--- config.mk ---
export PLATFORM = sky130hd
export DESIGN_NAME = gpio_banked_port
export DESIGN_NICKNAME = d
export VERILOG_FILES = /design/src/rtl/gpio_bank_pkg.sv /design/src/rtl/gpio_addr_decode.sv /design/src/rtl/gpio_in_sync.sv /design/src/rtl/gpio_bank_regs.sv /design/src/rtl/gpio_banked_port.sv
export SDC_FILE = /design/constraint.sdc
export NUM_CORES = 1
export LEC_CHECK = 0
export BUFFER_PORTS_ARGS = -buffer_cell sky130_fd_sc_hd__buf_4
export CORE_MARGIN = 1.5
export CORE_UTILIZATION = 39
export CTS_CLUSTER_SIZE = 16
export DETAILED_ROUTE_END_ITERATION = 7
export GPL_TIMING_DRIVEN = 0
export PLACE_DENSITY = 0.64
export SLEW_MARGIN = 10
export SYNTH_ARGS = -nofsm -noshare
export SYNTH_HDL_FRONTEND = slang
export SYNTH_HIERARCHICAL = 1
export SYNTH_SLANG_ARGS = --single-unit
export TNS_END_PERCENT = 50
--- constraint.sdc ---
create_clock -name clk -period 10.13 [get_ports clk]
set_input_delay 1.013 -clock clk [delete_from_list [all_inputs] [get_ports clk]]
set_output_delay 1.013 -clock clk [all_outputs]
set_load 0.005 [all_outputs]
--- src/rtl/gpio_bank_pkg.sv ---
package gpio_bank_pkg;
   typedef logic [3:0] reg_idx_t;
   localparam reg_idx_t REG_DIR = 4'd0;
   localparam reg_idx_t REG_LAT = 4'd1;
   localparam reg_idx_t REG_SET = 4'd2;
   localparam reg_idx_t REG_CLR = 4'd3;
   localparam reg_idx_t REG_INP = 4'd4;
   localparam int       REG_USED = 10;
endpackage

--- src/rtl/gpio_addr_decode.sv ---
module gpio_addr_decode
   import gpio_bank_pkg::*;
#(
   parameter int NUM_BANKS   = 5,
   parameter int ADDR_W      = 8,
   parameter int BASE_WORD   = 4,
   parameter int STRIDE_WORD = 10,
   parameter int BSEL_W      = 3
) (
   input  logic [ADDR_W-1:0] addr,
   output logic              hit,
   output logic [BSEL_W-1:0] bank_sel,
   output reg_idx_t          reg_sel
);
   localparam int SPAN = NUM_BANKS * STRIDE_WORD;

   logic [ADDR_W-1:0] rel;
   logic              above_base;

   assign above_base = addr >= ADDR_W'(BASE_WORD);
   assign rel        = addr - ADDR_W'(BASE_WORD);

   always_comb begin
      hit      = above_base && ({1'b0, rel} < (ADDR_W+1)'(SPAN));
      bank_sel = BSEL_W'(rel / ADDR_W'(STRIDE_WORD));
      reg_sel  = reg_idx_t'(rel % ADDR_W'(STRIDE_WORD));
   end
endmodule

--- src/rtl/gpio_in_sync.sv ---
module gpio_in_sync #(
   parameter int W      = 32,
   parameter int STAGES = 2
) (
   input  logic         clk,
   input  logic         rst_n,
   input  logic [W-1:0] d_in,
   output logic [W-1:0] q_out
);
   logic [W-1:0] stg [STAGES];

   generate
      for (genvar s = 0; s < STAGES; s++) begin : g_stage
         if (s == 0) begin : g_first
            always_ff @(posedge clk or negedge rst_n) begin
               if (!rst_n) stg[0] <= '0;
               else        stg[0] <= d_in;
            end
         end else begin : g_next
            always_ff @(posedge clk or negedge rst_n) begin
               if (!rst_n) stg[s] <= '0;
               else        stg[s] <= stg[s-1];
            end
         end
      end
   endgenerate

   assign q_out = stg[STAGES-1];
endmodule

--- src/rtl/gpio_bank_regs.sv ---
module gpio_bank_regs
   import gpio_bank_pkg::*;
#(
   parameter int W           = 32,
   parameter int SYNC_STAGES = 2
) (
   input  logic         clk,
   input  logic         rst_n,
   input  logic         wr_en,
   input  reg_idx_t     reg_sel,
   input  logic [W-1:0] wdata,
   input  logic [W-1:0] pad_in,
   output logic [W-1:0] dir_q,
   output logic [W-1:0] lat_q,
   output logic [W-1:0] rd_word
);
   logic [W-1:0] in_sync;

   always_ff @(posedge clk or negedge rst_n) begin
      if (!rst_n) begin
         dir_q <= '1;
         lat_q <= '0;
      end else if (wr_en) begin
         case (reg_sel)
            REG_DIR: dir_q <= wdata;
            REG_LAT: lat_q <= wdata;
            REG_SET: lat_q <= lat_q | wdata;
            REG_CLR: lat_q <= lat_q & ~wdata;
            default: ;
         endcase
      end
   end

   gpio_in_sync #(.W(W), .STAGES(SYNC_STAGES)) u_sync (
      .clk   (clk),
      .rst_n (rst_n),
      .d_in  (pad_in),
      .q_out (in_sync)
   );

   always_comb begin
      case (reg_sel)
         REG_DIR:                   rd_word = dir_q;
         REG_LAT, REG_SET, REG_CLR: rd_word = lat_q;
         REG_INP:                   rd_word = in_sync;
         default:                   rd_word = '0;
      endcase
   end


   set_keeps_chk: assert property (@(posedge clk) disable iff (!rst_n)
      (wr_en && reg_sel == REG_SET) |=>
         ((lat_q & $past(wdata)) == $past(wdata)) &&
         ((lat_q & ~$past(wdata)) == ($past(lat_q) & ~$past(wdata))));

   clr_keeps_chk: assert property (@(posedge clk) disable iff (!rst_n)
      (wr_en && reg_sel == REG_CLR) |=>
         ((lat_q & $past(wdata)) == '0) &&
         ((lat_q & ~$past(wdata)) == ($past(lat_q) & ~$past(wdata))));

   load_lat_chk: assert property (@(posedge clk) disable iff (!rst_n)
      (wr_en && reg_sel == REG_LAT) |=> lat_q == $past(wdata));

   dir_hold_chk: assert property (@(posedge clk) disable iff (!rst_n)
      !(wr_en && reg_sel == REG_DIR) |=> $stable(dir_q));

   rsvd_write_chk: assert property (@(posedge clk) disable iff (!rst_n)
      (wr_en && reg_sel > REG_INP) |=> $stable(dir_q) && $stable(lat_q));
endmodule

--- src/rtl/gpio_banked_port.sv ---
module gpio_banked_port
   import gpio_bank_pkg::*;
#(
   parameter int NUM_BANKS   = 5,
   parameter int BANK_W      = 32,
   parameter int ADDR_W      = 8,
   parameter int BASE_WORD   = 4,
   parameter int STRIDE_WORD = 10,
   parameter int SYNC_STAGES = 2
) (
   input  logic                        clk,
   input  logic                        rst_n,
   input  logic                        bus_wr,
   input  logic [ADDR_W-1:0]           bus_addr,
   input  logic [BANK_W-1:0]           bus_wdata,
   output logic [BANK_W-1:0]           bus_rdata,
   input  logic [NUM_BANKS*BANK_W-1:0] pad_in,
   output logic [NUM_BANKS*BANK_W-1:0] pad_out,
   output logic [NUM_BANKS*BANK_W-1:0] pad_oe
);
   localparam int BSEL_W = (NUM_BANKS > 1) ? $clog2(NUM_BANKS) : 1;

   generate
      if (NUM_BANKS < 1) begin : g_bad_banks
         $error("NUM_BANKS must be at least one");
      end
      if (STRIDE_WORD < REG_USED || STRIDE_WORD > 16) begin : g_bad_stride
         $error("STRIDE_WORD must lie in 10..16");
      end
      if (SYNC_STAGES < 2) begin : g_bad_sync
         $error("SYNC_STAGES must be at least two");
      end
      if (BASE_WORD + NUM_BANKS * STRIDE_WORD > (1 << ADDR_W)) begin : g_bad_addr
         $error("ADDR_W too narrow for the bank map");
      end
   endgenerate

   logic              hit;
   logic [BSEL_W-1:0] bank_sel;
   reg_idx_t          reg_sel;
   logic [NUM_BANKS-1:0] bank_wr;
   logic [BANK_W-1:0] rd_word [NUM_BANKS];

   gpio_addr_decode #(
      .NUM_BANKS   (NUM_BANKS),
      .ADDR_W      (ADDR_W),
      .BASE_WORD   (BASE_WORD),
      .STRIDE_WORD (STRIDE_WORD),
      .BSEL_W      (BSEL_W)
   ) u_dec (
      .addr     (bus_addr),
      .hit      (hit),
      .bank_sel (bank_sel),
      .reg_sel  (reg_sel)
   );

   generate
      for (genvar b = 0; b < NUM_BANKS; b++) begin : g_bank
         logic [BANK_W-1:0] dir_b;
         logic [BANK_W-1:0] lat_b;

         assign bank_wr[b] = bus_wr && hit && (bank_sel == BSEL_W'(b));

         gpio_bank_regs #(.W(BANK_W), .SYNC_STAGES(SYNC_STAGES)) u_bank (
            .clk     (clk),
            .rst_n   (rst_n),
            .wr_en   (bank_wr[b]),
            .reg_sel (reg_sel),
            .wdata   (bus_wdata),
            .pad_in  (pad_in[b*BANK_W +: BANK_W]),
            .dir_q   (dir_b),
            .lat_q   (lat_b),
            .rd_word (rd_word[b])
         );

         assign pad_out[b*BANK_W +: BANK_W] = lat_b;
         assign pad_oe [b*BANK_W +: BANK_W] = ~dir_b;
      end
   endgenerate

   always_comb begin
      bus_rdata = '0;
      for (int b = 0; b < NUM_BANKS; b++) begin
         if (hit && bank_sel == BSEL_W'(b)) bus_rdata = rd_word[b];
      end
   end


   one_bank_wr_chk: assert property (@(posedge clk) disable iff (!rst_n)
      $onehot0(bank_wr));

   miss_write_chk: assert property (@(posedge clk) disable iff (!rst_n)
      (bus_wr && !hit) |=> $stable(pad_out) && $stable(pad_oe));
endmodule

==> impl_results.md <==
* Status: finished, final reports clean
* Compound-Gate Fraction of Synth Area at approximately 18%
* RSZ-0062 raised after global routing: false
* Main combinational cell family by area after synthesis: compound AO/OA/AOI/OAI gates
* Grt ovf at 0
* Top-area cell type share of the netlist area at between 40 and 50%
* Pre-CTS setup slack at 1.44 ns
* Worst clock skew at 0.0183 ns
* Origin of the worst min-delay path: g_bank[3].u_bank/u_sync/stg[34]
* Num CTS Buffers at between 70 and 80
* Tot Pwr at 7.83 mW
* Max-Cap Viols at 0
* Slew @ Worst Pin at around 1.1 ns
* Hold Path Depth at 0
* Main flop type after synthesis: dfrtp_1
* Simple-gate area share of the yosys netlist at 7.36%
* Clk sinks at 640
* Reg-to-Reg End: g_bank[0].u_bank/lat_q[20]
* Worst-path clk slew at 0.05 ns
* Fmax at 112 MHz
* Post-synthesis adder-cell area fraction at 0.127%
* Setup violators final at 0
* Critical path capture point type: output pin
* Pwr Density at 208 nW/um^2
* Max-slew violations at 0
* XOR/XNOR Fraction of Synth Area at 0.297%
* Sum of negative setup slack at 0 ns
* Largest net degree at the start of global routing at 108
* Worst Hold End: g_bank[3].u_bank/u_sync/q_out[2]
* CP Launch Type: input port
* HPWL after detailed placement at 83,400 um
* Final net count at 3,329
* Layout Cell Area excl Fill at 37,600 sq um
* Synth top area cells: dfrtp_1, dfstp_2, mux2_2
* Post-synth EDFFs at 0
* Worst r2r src: g_bank[0].u_bank/lat_q[20]
* Leak Pwr at 18.1 nW
* Rows at 100
* Area grow syn2layout at 27.4%
* Post_cts resized at 0
* Final GP Congestion at 0.901
* Clk Latency, worst-skew pair at 0.63 ns
* Postcts setup bufs at 0
* Peak supply drop at 0.130 mV
* Arr. time, crit path at a little under 8 ns
* CTS tree: built
* Min Tclk post-route at between 8 and 9 ns
* Post-Syn Nets at ~2,700
* CP max FO at 20
* Layout cells sized above 1 at about 41%
* Flop2flop setup slack at 9.30 ns
* Global-route wire length before repair at 163,000 um
* Clock Tree Root: clkbuf_16
* Hold buffers post-CTS at 0
* Placement Cell Area at between 30,000 and 40,000 sq um
* DRC at 0
* DR pass1 iterations at 5
* Hold Vio Cnt, Final at 0
* PortBufs at 553
* Tcrit/Tclk final at 88.2%
* Mapped Area at between 20,000 and 30,000 sq um
* DIE AREA at 77,300 sq um
* Final setup margin at 1.19 ns
* Routed Antenna Nets at 0
* Chip Width at 278 um
* Number of antenna violations at the first check in global routing at 5
* Worst slew margin at 23.4%
* Initial Util at 39.5%
* Fin util at 50.3%
* Worst hold-check path type: reg2reg
* Die H at roughly 280 um
* H-tree Lvls at 3
* CTS max path bufs at 3
* Core ar. at 74,700 sq um
* #FFs+latches synth at 640
* Overall Global Routing Usage at 28.9%
* Synth warn at 6
* Req. time, crit path at 9.12 ns
* DR WL/cell at 27.5 um
* Share of the yosys chip area belonging to registers at 55.0%
* Starting DRT DRC Count at 2,258
* Synth async-reset ratio at 100%
* # IOs at 555
* Vias/cell at 5.60
* Distinct cell type count after synthesis at 73
* R2R cell count at 1
* Synth area leader: dfrtp_1
* Avg Inst Size Synth at 11.9 sq um
* Vias in the first global route at 23,592
* Multiplexer share of the synthesized area at 7.23%
* Vias at 23,286
* Mapped Cells at 2,486
* Crit Path Class: in2out
* Fillcell total at 6,608
* Final wirelength at roughly 110,000 um
==> report_power, final <==
| group | internal [mW] | leakage, nW | switching (mW) |
|---|---|---|---|
| sequential | 2.89 | 7.58 | 0.240 |
| clock | 1.63 | 1.21 | 1.12 |
| combinational | 0.832 | 9.34 | 1.11 |
==> sequential cells by signal, summed over array words and instances, names as in the netlist <==
| signal | flops |
|---|---|
| g_bank.u_bank/dir_q | 160 |
| g_bank.u_bank/lat_q | 160 |
| g_bank.u_bank/u_sync/q_out | 160 |
| g_bank.u_bank/u_sync/stg | 160 |
==> final cells by class <==
cell class                      instances  area [sq um]  area share [%]
Timing Repair Buffer                  561          4340            11.5
Clock inverter                         28           383            1.02
Clock buffer                          107          2140            5.69
Inverter                              329          1240            3.29
Sequential cell                       640         16200            43.2
Tap cell                              969          1210            3.23
Multi-Input combinational cell       1179          9650            25.7
Buffer                                338          2390            6.36
Antenna cell                            4          10.0          0.0266
==> synth_stat cells, types with 4 or more instances <==
cell and n:
a221o_1 160, nand3_1 10, or2_1 6, nor3_1 9
a31oi_1 9, clkbuf_1 67, a21oi_1 10, nor3_2 5
and3_1 162, nand2_1 48, xnor2_1 9, a211o_1 156
nor2_1 84, nor3b_1 4, buf_6 53, and2_1 4
nor4b_1 5, dfrtp_1 480, o21ai_0 11, dfstp_2 160
o32ai_1 5, a22o_1 156, o22a_1 30, buf_2 36
or3b_1 5, inv_1 328, mux2_1 10, buf_4 181
o21ai_1 32, nor3b_4 5, nand2b_1 5, nor2_2 6
mux2_2 151, mux2i_1 32
==> logic make-up (layout without fill, tap and decap cells) <==
group                      count (synthesis)  in the layout
xor gates and xnor gates                  10             10
adders and majority gates                  3              3
other                                      0              4
DFF                                      640            640
buffers and inverters                    667           1363
muxes                                    193            193
AOI/OAI and AO/OA                        595            595
and+or+nand+nor                          378            378
==> critical path: stages <==
cell and delay [ns]:
buf_4 0.14, clkbuf_1 0.44, inv_1 0.22, ha_1 0.25, clkbuf_1 0.21, xnor2_1 0.49, o21ai_0 0.23, o21ai_0 0.52
a211oi_4 0.14, nor3_4 0.36, inv_4 0.13, mux2i_1 0.14, or4_1 0.91, nor2_1 1.01, clkbuf_1 0.49, and3_1 0.23
a221o_1 0.21, a32oi_1 0.10, a21oi_1 0.45, buf_4 0.20
==> stage by stage <==
stage          std cells  hold WS [ns]
4_1_cts             4151         0.330
3_3_place_gp        4008         0.333
3_5_place_dp        4016         0.335
6_report            4155         0.338
5_1_grt             4154         0.337
2_1_floorplan       2486         0.331
==> per-layer routing <==
layer,GRT usage [%],up-vias,share of wire (%)
met5,0,-,0
met4,10.8,0,3.8
met3,6.67,211,8.0
met2,47.5,1138,48
met1,37.0,11984,40
li1,-,9953,-
==> layout by cell type (no fill, tap or decap), drive strengths merged, types with 3 or more instances in the layout <==
master / count
bufinv: 6
and3: 164
dfrtp: 480
nor3b: 9
a211o: 156
a22o: 156
clkinv: 16
or3: 3
o22a: 30
clkinvlp: 6
o32ai: 6
o211ai: 3
mux2: 161
or4: 3
mux2i: 32
nand3: 10
nor2: 90
clkbuf: 174
a221o: 160
dfstp: 160
o21ai: 43
or2: 6
nor2b: 3
nor3: 15
ha: 3
inv: 329
xnor2: 9
buf: 832
a31oi: 9
nand2b: 6
diode: 4
and2: 5
a21oi: 10
nand2: 49
nor4b: 5
or3b: 5
==> worst max path at each step <==
stage / slack [ns] / start / endpoint
4_1_cts: 1.42 / bus_addr[2] / bus_rdata[9]
2_1_floorplan: 2.87 / bus_addr[2] / bus_rdata[24]
3_5_place_dp: 1.44 / bus_addr[2] / bus_rdata[9]
5_1_grt: 1.05 / bus_addr[2] / bus_rdata[9]
3_3_place_gp: 1.01 / bus_addr[2] / bus_rdata[9]
6_report: 1.19 / bus_addr[2] / bus_rdata[9]
(Power assumes the default switching activity.)
